**src/rtl/cmp_timer_pkg.sv**
```systemverilog
// Package: shared encodings for the compare-match timer.
// Assumes the control word fits in the low bits of the write data.
package cmp_timer_pkg;

    // Pin action applied on a match or a force strobe
    typedef enum logic [1:0] {
        ACT_NONE   = 2'b00,
        ACT_TOGGLE = 2'b01,
        ACT_LOW    = 2'b10,
        ACT_HIGH   = 2'b11
    } pin_act_e;

    // Write target selector codes
    typedef enum logic [2:0] {
        SEL_CTRL  = 3'd0,
        SEL_COUNT = 3'd1,
        SEL_CMP   = 3'd2,
        SEL_FORCE = 3'd3,
        SEL_FLAGS = 3'd4
    } wr_sel_e;

    // Control word: bit4 ovf irq en, bit3 cmp irq en, bits2:1 action, bit0 clear
    typedef struct packed {
        logic     ovf_ie;
        logic     cmp_ie;
        pin_act_e act;
        logic     clr_on_hit;
    } ctrl_t;

    localparam int CTRL_W = $bits(ctrl_t);

endpackage

```
**src/rtl/cmp_timer_count.sv**
```systemverilog
// Module: counter core with delayed load, match detection and wrap detection.
// Assumes: load_req is a one-cycle strobe; a match is flagged only when a tick
// moves the counter onto cmp_val; hit is registered, so its effects land
// one edge after the counter reaches the compare value.
module cmp_timer_count #(
    parameter int W = 8
) (
    input  logic         clk,
    input  logic         rst_n,
    input  logic         tick,
    input  logic         load_req,
    input  logic [W-1:0] load_val,
    input  logic [W-1:0] cmp_val,
    input  logic         clr_on_hit,
    output logic [W-1:0] cnt,
    output logic         hit,
    output logic         wrap
);
    localparam logic [W-1:0] CNT_MAX = {W{1'b1}};
    localparam logic [W-1:0] ONE     = {{(W-1){1'b0}}, 1'b1};

    logic         ld_pend;
    logic [W-1:0] ld_val_q;
    logic [W-1:0] cnt_q;
    logic [W-1:0] inc;
    logic         hit_q;
    logic         clear_now;
    logic         advance;

    // Decide this cycle's counter step
    always_comb begin
        clear_now = hit_q & clr_on_hit;
        advance   = tick & ~ld_pend & ~clear_now;
        inc       = cnt_q + ONE;
        wrap      = advance & (cnt_q == CNT_MAX);
    end

    // Hold a counter write for one clock before it lands
    always_ff @(posedge clk) begin
        if (!rst_n) begin
            ld_pend  <= 1'b0;
            ld_val_q <= '0;
        end else begin
            ld_pend  <= load_req;
            if (load_req) ld_val_q <= load_val;
        end
    end

    // Counter register: load, then clear on match, then count
    always_ff @(posedge clk) begin
        if (!rst_n)         cnt_q <= '0;
        else if (ld_pend)   cnt_q <= ld_val_q;
        else if (clear_now) cnt_q <= '0;
        else if (advance)   cnt_q <= inc;
    end

    // Match register: set when counting onto the compare value
    always_ff @(posedge clk) begin
        if (!rst_n) hit_q <= 1'b0;
        else        hit_q <= advance && (inc == cmp_val);
    end

    assign cnt = cnt_q;
    assign hit = hit_q;

    assert_step_R2: assert property (@(posedge clk) disable iff (!rst_n)
        ($past(rst_n) && $past(tick) && !$past(ld_pend) && !$past(hit_q && clr_on_hit))
        |-> (cnt_q == $past(cnt_q) + ONE));

    assert_load_R3: assert property (@(posedge clk) disable iff (!rst_n)
        ($past(rst_n) && $past(rst_n, 2) && $past(load_req, 2))
        |-> (cnt_q == $past(load_val, 2)));

    assert_hit_by_tick_R4: assert property (@(posedge clk) disable iff (!rst_n)
        ($past(rst_n) && hit_q) |-> $past(tick));

    assert_clear_R5: assert property (@(posedge clk) disable iff (!rst_n)
        ($past(rst_n) && $past(hit_q) && $past(clr_on_hit) && !$past(ld_pend))
        |-> (cnt_q == '0));

endmodule

```
**src/rtl/cmp_timer_pin.sv**
```systemverilog
// Module: compare output pin; applies the programmed action when fired.
// Assumes: fire merges match and force in one cycle, so the action is applied once.
module cmp_timer_pin
    import cmp_timer_pkg::*;
(
    input  logic     clk,
    input  logic     rst_n,
    input  pin_act_e act,
    input  logic     fire,
    output logic     pin
);
    logic pin_q;

    // Pin register: resets low, follows the action code on fire
    always_ff @(posedge clk) begin
        if (!rst_n) pin_q <= 1'b0;
        else if (fire) begin
            case (act)
                ACT_TOGGLE: pin_q <= ~pin_q;
                ACT_LOW:    pin_q <= 1'b0;
                ACT_HIGH:   pin_q <= 1'b1;
                default:    pin_q <= pin_q;
            endcase
        end
    end

    assign pin = pin_q;

    assert_hold_R7: assert property (@(posedge clk) disable iff (!rst_n)
        ($past(rst_n) && ($past(act) == ACT_NONE)) |-> $stable(pin_q));

    assert_drive_low_R7: assert property (@(posedge clk) disable iff (!rst_n)
        ($past(rst_n) && $past(fire) && ($past(act) == ACT_LOW)) |-> !pin_q);

    assert_drive_high_R7: assert property (@(posedge clk) disable iff (!rst_n)
        ($past(rst_n) && $past(fire) && ($past(act) == ACT_HIGH)) |-> pin_q);

endmodule

```
**src/rtl/cmp_timer_flags.sv**
```systemverilog
// Module: sticky event flags with write-one-to-clear and interrupt gating.
// Assumes: a set and a clear in the same cycle leave the flag set.
module cmp_timer_flags #(
    parameter int N = 2
) (
    input  logic         clk,
    input  logic         rst_n,
    input  logic [N-1:0] set,
    input  logic [N-1:0] clr,
    input  logic [N-1:0] ie,
    output logic [N-1:0] flag,
    output logic [N-1:0] irq
);
    for (genvar i = 0; i < N; i++) begin : g_flag
        logic flag_q;

        // Sticky flag: set wins over a simultaneous clear
        always_ff @(posedge clk) begin
            if (!rst_n)      flag_q <= 1'b0;
            else if (set[i]) flag_q <= 1'b1;
            else if (clr[i]) flag_q <= 1'b0;
        end

        assign flag[i] = flag_q;
        assign irq[i]  = flag_q & ie[i];

        assert_set_wins_R10: assert property (@(posedge clk) disable iff (!rst_n)
            ($past(rst_n) && $past(set[i])) |-> flag_q);

        assert_w1c_R10: assert property (@(posedge clk) disable iff (!rst_n)
            ($past(rst_n) && $past(clr[i]) && !$past(set[i])) |-> !flag_q);
    end

endmodule

```
**src/rtl/cmp_timer.sv**
```systemverilog
// Module: top of the compare-match timer; holds control and compare registers,
// decodes the write port and connects the counter, pin and flag units.
// Assumes: W is at least CTRL_W, so the control word fits in wr_data.
module cmp_timer
    import cmp_timer_pkg::*;
#(
    parameter int W = 8
) (
    input  logic         clk,
    input  logic         rst_n,
    input  logic         tick,
    input  logic         wr_en,
    input  logic [2:0]   wr_sel,
    input  logic [W-1:0] wr_data,
    output logic [W-1:0] count_o,
    output logic [W-1:0] compare_o,
    output logic         pin_o,
    output logic         cmp_flag_o,
    output logic         ovf_flag_o,
    output logic         cmp_irq_o,
    output logic         ovf_irq_o
);
    localparam int FLAG_CMP = 0;
    localparam int FLAG_OVF = 1;

    ctrl_t        ctrl_q;
    logic [W-1:0] cmp_q;
    logic         load_req;
    logic         force_stb;
    logic         flag_wr;
    logic         hit;
    logic         wrap;
    logic [1:0]   flag_set;
    logic [1:0]   flag_clr;
    logic [1:0]   flag_ie;
    logic [1:0]   flag_q;
    logic [1:0]   irq_q;

    // Decode write strobes per target
    always_comb begin
        load_req  = wr_en && (wr_sel == SEL_COUNT);
        force_stb = wr_en && (wr_sel == SEL_FORCE) && wr_data[0];
        flag_wr   = wr_en && (wr_sel == SEL_FLAGS);
    end

    // Control and compare registers
    always_ff @(posedge clk) begin
        if (!rst_n) begin
            ctrl_q <= '0;
            cmp_q  <= '0;
        end else if (wr_en) begin
            if (wr_sel == SEL_CTRL) ctrl_q <= ctrl_t'(wr_data[CTRL_W-1:0]);
            if (wr_sel == SEL_CMP)  cmp_q  <= wr_data;
        end
    end

    cmp_timer_count #(.W(W)) u_count (
        .clk        (clk),
        .rst_n      (rst_n),
        .tick       (tick),
        .load_req   (load_req),
        .load_val   (wr_data),
        .cmp_val    (cmp_q),
        .clr_on_hit (ctrl_q.clr_on_hit),
        .cnt        (count_o),
        .hit        (hit),
        .wrap       (wrap)
    );

    cmp_timer_pin u_pin (
        .clk   (clk),
        .rst_n (rst_n),
        .act   (ctrl_q.act),
        .fire  (hit | force_stb),
        .pin   (pin_o)
    );

    // Route flag events, clears and enables
    always_comb begin
        flag_set[FLAG_CMP] = hit;
        flag_set[FLAG_OVF] = wrap;
        flag_clr[FLAG_CMP] = flag_wr & wr_data[0];
        flag_clr[FLAG_OVF] = flag_wr & wr_data[1];
        flag_ie[FLAG_CMP]  = ctrl_q.cmp_ie;
        flag_ie[FLAG_OVF]  = ctrl_q.ovf_ie;
    end

    cmp_timer_flags #(.N(2)) u_flags (
        .clk   (clk),
        .rst_n (rst_n),
        .set   (flag_set),
        .clr   (flag_clr),
        .ie    (flag_ie),
        .flag  (flag_q),
        .irq   (irq_q)
    );

    assign compare_o  = cmp_q;
    assign cmp_flag_o = flag_q[FLAG_CMP];
    assign ovf_flag_o = flag_q[FLAG_OVF];
    assign cmp_irq_o  = irq_q[FLAG_CMP];
    assign ovf_irq_o  = irq_q[FLAG_OVF];

    assert_cmp_flag_R6: assert property (@(posedge clk) disable iff (!rst_n)
        ($past(rst_n) && $past(hit)) |-> cmp_flag_o);

    assert_force_quiet_R8: assert property (@(posedge clk) disable iff (!rst_n)
        ($past(rst_n) && $past(force_stb) && !$past(hit) && !$past(cmp_flag_o))
        |-> !cmp_flag_o);

    assert_ovf_flag_R9: assert property (@(posedge clk) disable iff (!rst_n)
        ($past(rst_n) && $past(wrap)) |-> (ovf_flag_o && (count_o == '0)));

endmodule

```
**config.mk**
```make
export PLATFORM = sky130hd
export DESIGN_NAME = cmp_timer
export DESIGN_NICKNAME = d
export VERILOG_FILES = /design/src/rtl/cmp_timer_pkg.sv /design/src/rtl/cmp_timer_count.sv /design/src/rtl/cmp_timer_pin.sv /design/src/rtl/cmp_timer_flags.sv /design/src/rtl/cmp_timer.sv
export SDC_FILE = /design/constraint.sdc
export NUM_CORES = 1
export LEC_CHECK = 0
export ABC_CLOCK_PERIOD_IN_PS = 2700
export CORE_MARGIN = 1.5
export CORE_UTILIZATION = 54
export DETAILED_ROUTE_END_ITERATION = 10
export GPL_TIMING_DRIVEN = 0
export PLACE_DENSITY = 0.84
export SETUP_SLACK_MARGIN = 0.3
export SLEW_MARGIN = 20
export SYNTH_ARGS = -nofsm -noshare
export SYNTH_HDL_FRONTEND = slang
export SYNTH_SLANG_ARGS = --single-unit
export TNS_END_PERCENT = 30
```
**constraint.sdc**
```tcl
create_clock -name clk -period 2.7 [get_ports clk]
set_clock_uncertainty 0.1 [all_clocks]
set_input_delay 0.27 -clock clk [delete_from_list [all_inputs] [get_ports clk]]
set_output_delay 0.27 -clock clk [all_outputs]
set_load 0.01 [all_outputs]
```
# Word-level counts from Yosys, hierarchy flattened
# Index checks and enable logic that the tools add are counted.
# Widths: inputs -> output; s select.
# totals
regBits,34
input_bits,15
output_inout_bits,21
wordCells,55
# op_classes
n_addsub,1
eq_ne,9
muxes,8
n_bitwise,12
reduce_logical,13
# ops
operator,count
$mux 8,3
$add 8x1->8 const B,1
$and 1x1->1,8
$eq 8x8->1,1
$eq 8x8->1 const B,1
$eq 3x2->1 const B,2
$reduce_and 2->1,3
$reduce_bool 3->1,2
$logic_and 1x1->1,5
$eq 2x2->1 const B,2
$mux 1,4
$reduce_bool 2->1,2
$eq 3x1->1 const B,1
$eq 3x3->1 const B,1
$logic_not 3->1,1
$not 1->1,3
$pmux 1 s3,1
$eq 2x1->1 const B,1
$or 1x1->1,1

# Depth between registers and ports, before layout
# Gate-level depths: netlist (run 1).
# logic_depth
word_depth,6
mapped_depth,6
depth_no_buf,5

# Modules after synthesis
# From an unflattened synthesis (run 1), not the netlist that was laid out.
# hier_totals
hier_cells,201
hier_area_um2,1823.0
# modules_own_cells
mod,instances,cells_each,area_each_um2,seq_area_each_um2
cmp_timer_count,1,127,1084.8,360.3
cmp_timer,1,58,574.3,260.2
cmp_timer_flags,1,10,112.6,40.0
cmp_timer_pin,1,6,51.3,20.0

# Least setup slack after synthesis (run 1)
# No wires, ideal clock.
# synth_path
kind,reg2reg
startpoint,reg u_count.cnt_q[0] (netlist: u_count.cnt[0])
endpoint,reg u_count.hit_q (netlist: u_count.hit)
setup_ns,0.128
t_arrival_ns,1.394
t_required_ns,2.472
path_slack_ns,1.078
stages_incl_launch_ff,6
path_buffers,0
period_less_slack_ns,1.622
cell_sequence,dfxtp_1 > ha_1 > nand3_1 > or3_1 > nand4_1 > nor4_2
# synth_between
elab_chain_len,3
# synth_lines
item,line_no,rtl
from (decl),cmp_timer_count.sv:24,logic [W-1:0] cnt_q;
from (signal assigned),cmp_timer_count.sv:52,else if (ld_pend) cnt_q <= ld_val_q;
from (signal assigned),cmp_timer_count.sv:54,else if (advance) cnt_q <= inc;
$add 8x1->8,cmp_timer_count.sv:34,inc = cnt_q + ONE;
$eq 8x8->1,cmp_timer_count.sv:60,else hit_q <= advance && (inc == cmp_val);
$logic_and 1x1->1,cmp_timer_count.sv:60,
to (signal assigned),cmp_timer_count.sv:60,
to (decl),cmp_timer_count.sv:26,logic hit_q;
# Every way passes these cells.
# A chain may end at the register's enable or synchronous reset.

# Worst setup path after layout (run 1)
# Ends and elaborated chain as after synthesis.

==> results of run 1 <==
[stage by stage]
| step | instances | instance area [sq um] |
|---|---|---|
| 2_1_floorplan | 196 | 1660 |
| 3_5_place_dp | 261 | 2040 |
| 5_1_grt | 269 | 2100 |
| 6_report | 269 | 2100 |
| 3_3_place_gp | 261 | 2040 |
| 4_1_cts | 269 | 2100 |
[synthesized netlist by cell type (2+ instances only)]
library cell	instances
dfxtp_1	34
nand2_1	30
nor2_1	18
xnor2_1	6
nor4_2	2
and3_1	2
a21o_1	2
buf_2	2
buf_6	2
xor2_1	4
nor2b_1	2
inv_1	2
o21ai_1	4
or3_1	2
a211oi_1	2
clkbuf_1	6
nor3_1	4
o21ai_0	4
and2_1	4
nand4_1	2
a21oi_1	19
o21a_1	4
nand3_1	3
mux2i_1	13
a21boi_0	2
nor3b_1	4
[layer usage]
layer  global-route usage [%]  part of all wire [%]  up-vias
met4                     9.97                   1.3        0
met5                        0                     0        -
met3                     7.25                   7.1        7
met1                     35.6                    42      745
met2                     45.6                    50       68
li1                         -                     -      761
[cell type report]
type,count,area (sq um)
plain buffers,10,55.1
fillers,215,726
clock buffers,6,51.3
multi-input cells,149,913
clock inverters,2,12.5
well taps,31,38.8
inverters,3,11.3
repair buffers,34,340
flip-flops and latches,34,681
[layout by cell type (no fill, tap or decap), types with 3 or more instances in the layout]
master           instances
o21ai_0                  4
clkbuf_4                 5
nor3_1                   4
dfxtp_1                 34
nor2_1                  18
a21oi_1                 19
mux2i_1                 13
clkbuf_1                 6
xor2_1                   4
o21a_1                   4
xnor2_1                  6
nor3b_1                  4
clkdlybuf4s50_1         34
nand3_1                  3
o21ai_1                  4
and2_1                   4
nand2_1                 30
[power by group through the flow]
stage | Clock, W | Sequential, W | Combinational (W)
floorplan | 0 | 0.000538 | 0.0000576
global placement | 0 | 0.000537 | 0.000113
detailed placement | 0 | 0.000538 | 0.000117
CTS | 0.000310 | 0.000526 | 0.000117
global route | 0.000334 | 0.000528 | 0.000129
finish | 0.000305 | 0.000526 | 0.000118
[cell families after synthesis]
logic type,after synthesis
buffers and inverters,13
AO/OA/AOI/OAI,45
XOR/XNOR,10
flip-flops,34
multiplexers,14
AND/OR/NAND/NOR,79
adder cells (fa/ha/maj),1
[state kept, by name, summed over array words and instances (netlist names)]
| name | cells |
|---|---|
| compare_o | 8 |
| u_count.cnt | 8 |
| u_count.ld_val_q | 8 |
| ctrl_q | 5 |
| u_flags.g_flag.flag_q | 2 |
| u_count.hit | 1 |
| u_count.ld_pend | 1 |
| u_pin.pin | 1 |
[critical path: stages (launching register included)]
cell and delay (ns):
dfxtp_1 0.47, ha_1 0.37, nand3_1 0.20, o21ai_0 0.21, nand4_1 0.13, nor4_2 0.27
[how the worst max path moves through the flow]
stage                                     start  cells after the start                          endpoint  slack (ns)
detailed placement                    wr_sel[1]                      6  u_count.ld_val_q[0]$_SDFFE_PN0P_        0.74
finish              u_count.cnt[0]$_SDFFE_PN0P_                      5            u_count.hit$_SDFF_PN0_        0.86
global route        u_count.cnt[0]$_SDFFE_PN0P_                      5            u_count.hit$_SDFF_PN0_        0.66
CTS                 u_count.cnt[0]$_SDFFE_PN0P_                      5            u_count.hit$_SDFF_PN0_        0.88
global placement                          rst_n                      5            u_count.hit$_SDFF_PN0_        0.81
floorplan           u_count.cnt[0]$_SDFFE_PN0P_                      5            u_count.hit$_SDFF_PN0_        1.08
==> reports/qor.csv, run 1 <==
metric;value;unit
tns;0;ns
path_clk_slew;0.11;ns
synth_area_leaders;dfxtp_1, mux2i_1, nand2_1, a21oi_1, nor2_1;
syn_to_final_growth;26.7;%
power.share.sequential;55.4;%
cts_hold_buf;0;
hold_path_end;u_count.hit$_SDFF_PN0_;
synth_cell_types;43;
layout_setup_ws;0.864;ns
overflow;0;
start_kind;flop;
grt_antenna_before_repair;0;
yosys.area_share.simple;23.7;%
netSwitchingFraction;26.5;%
path_max_fanout;8;
setup_viol;0;
gp_congestion;0.870;
die_h;58.5;um
tritoncts;yes;
insertion_delay;0.34;ns
crit_arrival;1.99;ns
rr_endpoint;u_count.hit$_SDFF_PN0_;
ios;36;
pwr-share-comb;12.5;%
endpoint_kind;flop;
power.internal;0.000698;W
r2r_start;u_count.cnt[0]$_SDFFE_PN0P_;
p_sw;0.000251;W
synth.yosys.warnings;0;
finalPower;0.000950;W
synth_mux_area_share;8.52;%
grt_pass1_wl;7.18;mm
irDropWorstVdd;0.395;mV
vias;1581;
final_core_util;74.3;%
first_global_vias;1509;
synth.avg_cell_area;8.47;sq um
wire_per_inst;15.9;um
start_util;58.7;%
design.core.area;2830;sq um
cts_resized;0;
synth_ff_type;dfxtp_1;
synth_edf_count;0;
cts-root-buf;clkbuf_4;
via_per_inst;5.88;
die-area;3420;sq um
synth_top_area_share;41.0;%
clock_sinks;34;
p_per_area;452;nW/um^2
numPortBuffers;34;
worstMarginPinSlew;0.541;ns
final_layout_size_suffix_gt1_share;7.56;%
first_pass_iters;4;
clkPwrFrac;32.1;%
p_leak;0.781;nW
dp_slack;0.742;ns
synthAdderAreaFrac;0.754;%
num-nets-final;253;
holdCritStartpoint;tick;
r2r_cells;5;
r2r_slack;0.86;ns
hold_path_class;in -> reg;
cp.required;2.85;ns
status;finished, final reports clean;
drc;0;
clockBufferDepth;2;
numCtsBuffers;5;
num_rows;19;
htreeDepth;2;
grt_max_degree;12;
synth-compound-area-share;16.8;%
n_antenna_cell;0;
grt_usage;27.9;%
yosysTopAreaCell;dfxtp_1;
hold_viol_final;0;
post_cts_buffers;0;
hold_ws;0.389;ns
path_class;reg -> reg;
fmax;545;MHz
period_needed;1.84;ns
min_path_cells;5;
place_hpwl;3.16;mm
drt-initial-drc-count;105;
synth_cells;196;
wl;4.28;mm
slew_violations;0;
rsz0062_at_grt;false;
synth_top_family_by_area;simple AND/OR/NAND/NOR gates;
synthesis.area;1660;sq um
period_share;68.0;%
slew_headroom;63.7;%
synth_seq_area_share;41.0;%
async_flop_share;0;%
antenna_left;0;
ys_ff_latch;34;
synth_xor_area_share;5.28;%
cap_violations;0;
syn-num-nets;212;
die_w;58.5;um
Power figures use the tool's default switching activity.
==> run 2, diff against run 1 <==
--- a/config.mk
+++ b/config.mk
@@ -5,12 +5,12 @@
 export SDC_FILE = /design/constraint.sdc
 export NUM_CORES = 1
 export LEC_CHECK = 0
-export ABC_CLOCK_PERIOD_IN_PS = 2700
+export ABC_CLOCK_PERIOD_IN_PS = 1800
 export CORE_MARGIN = 1.5
-export CORE_UTILIZATION = 54
+export CORE_UTILIZATION = 50
 export DETAILED_ROUTE_END_ITERATION = 10
 export GPL_TIMING_DRIVEN = 0
-export PLACE_DENSITY = 0.84
+export PLACE_DENSITY = 0.79
 export SETUP_SLACK_MARGIN = 0.3
 export SLEW_MARGIN = 20
 export SYNTH_ARGS = -nofsm -noshare
==> constraint.sdc (replaced) <==
create_clock -name clk -period 1.8 [get_ports clk]
set_clock_uncertainty 0.1 [all_clocks]
set_input_delay 0.18 -clock clk [delete_from_list [all_inputs] [get_ports clk]]
set_output_delay 0.18 -clock clk [all_outputs]
set_load 0.01 [all_outputs]
==> run 2 against run 1 <==
Against the previous run: utilization shrank 1.0 points; count of clock-buffer cells in the layout rose by 2; register-to-register slack worse by 0.58 ns; first-iteration DRC count increased by 90%; critical path type is now in -> reg.
==> reports/qor.csv, run 2 (synthesis gave the netlist of run 1 again) <==
metric;value;unit;change
vias;1661;;was 1581
num-nets-final;258;;was 253
drt-initial-drc-count;199;;was 105
worstMarginPinSlew;0.531;ns;was 0.541 ns
ios;36;;unchanged
wire_per_inst;16.0;um;was 15.9 um
clockBufferDepth;2;;unchanged
path_max_fanout;4;;was 8
grt_max_degree;11;;was 12
die_h;60.6;um;was 58.5 um
path_clk_slew;0.10;ns;was 0.11 ns
first_pass_iters;6;;was 4
final_layout_size_suffix_gt1_share;18.5;%;was 7.56%
wl;4.59;mm;was 4.28 mm
drc;0;;unchanged
slew_headroom;64.4;%;was 63.7%
crit_arrival;1.66;ns;was 1.99 ns
p_leak;0.999;nW;was 0.781 nW
place_hpwl;3.09;mm;was 3.16 mm
overflow;0;;unchanged
setup_viol;0;;unchanged
numCtsBuffers;5;;unchanged
first_global_vias;1528;;was 1509
numPortBuffers;34;;unchanged
hold_viol_final;0;;unchanged
rsz0062_at_grt;true;;was false
fmax;653;MHz;
start_util;53.5;%;was 58.7%
grt_pass1_wl;7.04;mm;was 7.18 mm
grt_usage;26.3;%;was 27.9%
hold_path_class;in -> reg;;unchanged
tns;0;ns;unchanged
antenna_left;0;;unchanged
syn_to_final_growth;37.0;%;was 26.7%
start_kind;input pin;;was flop
htreeDepth;2;;unchanged
path_class;in -> reg;;was reg -> reg
num_rows;20;;was 19
final_common_cell;nand2_1;;
design.core.area;3100;sq um;was 2830 sq um
die_w;60.6;um;was 58.5 um
grt_antenna_before_repair;0;;unchanged
endpoint_kind;flop;;unchanged
period_needed;1.53;ns;
layout_common_cells;nand2_1, dfxtp_1, clkdlybuf4s50_1;;was dfxtp_1, clkdlybuf4s50_1, nand2_1
gp_congestion;0.891;;was 0.870
cp.required;1.93;ns;was 2.85 ns
clock_sinks;34;;unchanged
p_per_area;668;nW/um^2;was 452 nW/um^2
tritoncts;yes;;unchanged
insertion_delay;0.33;ns;was 0.34 ns
slew_violations;0;;unchanged
cap_violations;0;;unchanged
period_share;85.1;%;
irDropWorstVdd;0.583;mV;was 0.395 mV
status;finished, final reports clean;;unchanged
die-area;3680;sq um;was 3420 sq um
n_antenna_cell;0;;unchanged
via_per_inst;5.79;;was 5.88
cts-root-buf;clkbuf_4;;unchanged
hold_ws;0.320;ns;was 0.389 ns
run 2: final cells by class:
class | instances | area, sq um
multi-input cells | 149 | 957
fillers | 258 | 828
flip-flops and latches | 34 | 703
repair buffers | 39 | 399
clock buffers | 8 | 78.8
plain buffers | 10 | 70.1
well taps | 44 | 55.1
inverters | 3 | 11.3
run 2: report_power, final:
| part | internal, W | switching [W] |
|---|---|---|
| clock network | 0.000267 | 0.000255 |
| registers | 0.000771 | 0.0000177 |
| logic | 0.000106 | 0.000102 |
| total | 0.00114 | 0.000375 |
run 2: stage by stage:
step | util (%) | instance area, sq um | std cells | setup WS [ns] | total power (W)
2_1_floorplan | - | 1680 | 196 | 0.324 | 0.000899
3_3_place_gp | 66.8 | 2070 | 274 | 0.00135 | 0.000981
3_5_place_dp | 66.8 | 2070 | 274 | -0.104 | 0.000988
4_1_cts | 71.7 | 2230 | 286 | 0.208 | 0.00152
5_1_grt | 73.3 | 2270 | 287 | 0.201 | 0.00159
6_report | 73.3 | 2270 | 287 | 0.268 | 0.00152
run 2: worst paths after layout:
path | startpoint | to | slack [ns] | depth (start not counted)
max | wr_en | u_count.ld_val_q[7]$_SDFFE_PN0P_ | 0.27 | 6
min | wr_data[6] | compare_o[6]$_SDFFE_PN0P_ | 0.32 | 3
max reg2reg | u_count.cnt[2]$_SDFFE_PN0P_ | u_count.cnt[7]$_SDFFE_PN0P_ | 0.28 | 5
min reg2reg | u_count.ld_val_q[0]$_SDFFE_PN0P_ | u_count.cnt[0]$_SDFFE_PN0P_ | 0.37 | 2
run 2: timing repair:
item	4_1_cts	5_1_grt
pin swaps	3	1
setup buffers	4	0
hold buffers	0	0
gates resized for setup	23	17
cloned	0	1
setup endpoints to repair	34	35
run 2: metal layers:
layer  vias to the layer above  GRT usage [%]  share of wire (%)
met5                         -              0                  0
met4                         0           10.9                1.4
met3                        10           7.04                8.9
met2                        94           43.5                 49
met1                       784           32.4                 41
li1                        773              -                  -
run 2: critical path, stage by stage:
cell and delay, ns:
clkdlybuf4s50_1 0.56, nand2b_4 0.09, nor3b_2 0.25, clkdlybuf4s15_2 0.31
mux2i_1 0.22, nor2_1 0.05
==> run 3, diff against run 2 <==
--- a/config.mk
+++ b/config.mk
@@ -6,12 +6,13 @@
 export NUM_CORES = 1
 export LEC_CHECK = 0
 export ABC_CLOCK_PERIOD_IN_PS = 1800
-export CORE_MARGIN = 1.5
+export CORE_MARGIN = 3
 export CORE_UTILIZATION = 50
 export DETAILED_ROUTE_END_ITERATION = 10
 export GPL_TIMING_DRIVEN = 0
 export PLACE_DENSITY = 0.79
 export SETUP_SLACK_MARGIN = 0.3
+export SKIP_CTS_REPAIR_TIMING = 1
 export SLEW_MARGIN = 20
 export SYNTH_ARGS = -nofsm -noshare
 export SYNTH_HDL_FRONTEND = slang
==> run 3 against run 2 <==
Against the previous run: highest routed layer unchanged; die area grew 10%; total power grew 2.4%; largest cell class unchanged; critical path type is now reg -> out; critical path depth shrank 5.
==> reports/qor.csv, run 3 (synthesis gave the netlist of run 1 again) <==
metric;value;unit;change
insertion_delay;0.35;ns;was 0.33 ns
path_clk_slew;0.11;ns;was 0.10 ns
final_area;2280;sq um;was 2270 sq um
syn_to_final_growth;37.6;%;was 37.0%
worstMarginPinSlew;0.533;ns;was 0.531 ns
die_h;63.6;um;was 60.6 um
slew_violations;0;;unchanged
place_area;2070;sq um;unchanged
path_delay_family;buffers and inverters;;unchanged
worstSetupStartpoint;u_count.cnt[6]$_SDFFE_PN0P_;;was wr_en
endpoint_kind;output pin;;was flop
path_max_fanout;5;;was 4
crit_chain;clkdlybuf4s50_1;;was clkdlybuf4s50_1, nand2b_4, nor3b_2, clkdlybuf4s15_2, mux2i_1, nor2_1
start_kind;flop;;was input pin
n_antenna_cell;0;;unchanged
design.core.area;3100;sq um;unchanged
wire_per_inst;16.0;um;about the same
tritoncts;yes;;unchanged
period_needed;1.64;ns;was 1.53 ns
path_buf_inv;1;;was 2
r2r_cells;6;;was 5
grt_antenna_before_repair;0;;unchanged
htreeDepth;2;;unchanged
cp.required;1.52;ns;was 1.93 ns
cap_violations;0;;unchanged
clock_sinks;34;;unchanged
path_class;reg -> out;;was in -> reg
final_layout_size_suffix_gt1_share;18.1;%;was 18.5%
drc;0;;unchanged
setup_viol;0;;unchanged
via_per_inst;5.71;;was 5.79
period_share;91.3;%;was 85.1%
fmax;608;MHz;was 653 MHz
tns;0;ns;unchanged
numPortBuffers;34;;unchanged
p_leak;0.978;nW;was 0.999 nW
first_pass_iters;4;;was 6
antenna_left;0;;unchanged
hold_viol_final;0;;unchanged
grt_max_degree;13;;was 11
die_w;63.6;um;was 60.6 um
drt-initial-drc-count;99;;was 199
start_util;53.5;%;unchanged
finalPower;0.00155;W;was 0.00152 W
die-area;4050;sq um;was 3680 sq um
cts-root-buf;clkbuf_4;;unchanged
r2r_slack;0.25;ns;was 0.28 ns
overflow;0;;unchanged
dp_slack;-0.0698;ns;was -0.104 ns
numCtsBuffers;5;;unchanged
place_hpwl;3.21;mm;was 3.09 mm
hold_path_class;in -> reg;;unchanged
vias;1640;;was 1661
grt_usage;23.8;%;was 26.3%
gp_congestion;0.852;;was 0.891
worst_path_largest_cell_delay;0.57;ns;was 0.56 ns
rsz0062_at_grt;true;;unchanged
p_per_area;681;nW/um^2;was 668 nW/um^2
rr_endpoint;u_count.hit$_SDFF_PN0_;;was u_count.cnt[7]$_SDFFE_PN0P_
status;finished, final reports clean;;unchanged
num-nets-final;258;;unchanged
slowest_stage;clkdlybuf4s50_1;;unchanged
first_global_vias;1602;;was 1528
cp.depth;1;;was 6
crit_arrival;1.36;ns;was 1.66 ns
final_common_cell;nand2_1;;unchanged
r2r_start;u_count.ld_pend$_SDFF_PN0_;;was u_count.cnt[2]$_SDFFE_PN0P_
layout_common_cells;nand2_1, clkdlybuf4s50_1, dfxtp_1;;was nand2_1, dfxtp_1, clkdlybuf4s50_1
layout_setup_ws;0.156;ns;was 0.268 ns
slew_headroom;64.3;%;was 64.4%
final_core_util;73.6;%;was 73.3%
wl;4.60;mm;was 4.59 mm
num_rows;20;;unchanged
crit_end;count_o[6];;was u_count.ld_val_q[7]$_SDFFE_PN0P_
grt_pass1_wl;7.60;mm;was 7.04 mm
ios;36;;unchanged
irDropWorstVdd;0.478;mV;was 0.583 mV
clockBufferDepth;2;;unchanged
[run 3: cell types whose count changed in the layout (fill, tap and decap cells not counted), moves of 3 or more]
cell | before | now
dfxtp_2 | 12 | 7
dfxtp_1 | 20 | 23
clkbuf_8 | 4 | 0
dlygate4sd2_1 | 8 | 0
clkdlybuf4s50_1 | 20 | 26
[run 3: worst min-delay path by stage]
stage                                     startpoint                                    end  slack (ns)  depth (start not counted)
global placement    u_count.ld_val_q[0]$_SDFFE_PN0P_            u_count.cnt[0]$_SDFFE_PN0P_        0.35                          2
CTS                                       wr_data[7]              compare_o[7]$_SDFFE_PN0P_        0.31                          3
global route                              wr_data[7]              compare_o[7]$_SDFFE_PN0P_        0.32                          3
finish                                    wr_data[7]              compare_o[7]$_SDFFE_PN0P_        0.31                          3
floorplan                                      rst_n  u_flags.g_flag[0].flag_q$_SDFFE_PN0P_        0.20                          1
detailed placement  u_count.ld_val_q[0]$_SDFFE_PN0P_            u_count.cnt[0]$_SDFFE_PN0P_        0.35                          2
[run 3: routing by layer]
metal	global-route usage, %	wire length (um)	vias to the layer above
met1	29.3	2030	798
met2	40.4	2240	56
met3	5.88	242	15
li1	-	-	771
met5	0	0	-
met4	7.28	89	0
[run 3: through the flow]
stage,std cells,hold slack (ns)
2_1_floorplan,196,0.198
3_3_place_gp,274,0.346
3_5_place_dp,274,0.352
4_1_cts,282,0.312
5_1_grt,287,0.320
6_report,287,0.314
[run 3: power by group]
part / switching, W / internal, W
sequential: 0.0000208 / 0.000769
clock: 0.000282 / 0.000293
combinational: 0.0000946 / 0.0000956
total: 0.000398 / 0.00116
[run 3: area by class of cell]
cell class,instances,area [sq um]
Multi-Input combinational cell,149,968
Fill cell,261,818
Sequential cell,34,704
Timing Repair Buffer,39,398
Buffer,10,66.3
Tap cell,44,55.1
Clock inverter,3,43.8
Clock buffer,5,37.5
Inverter,3,11.3
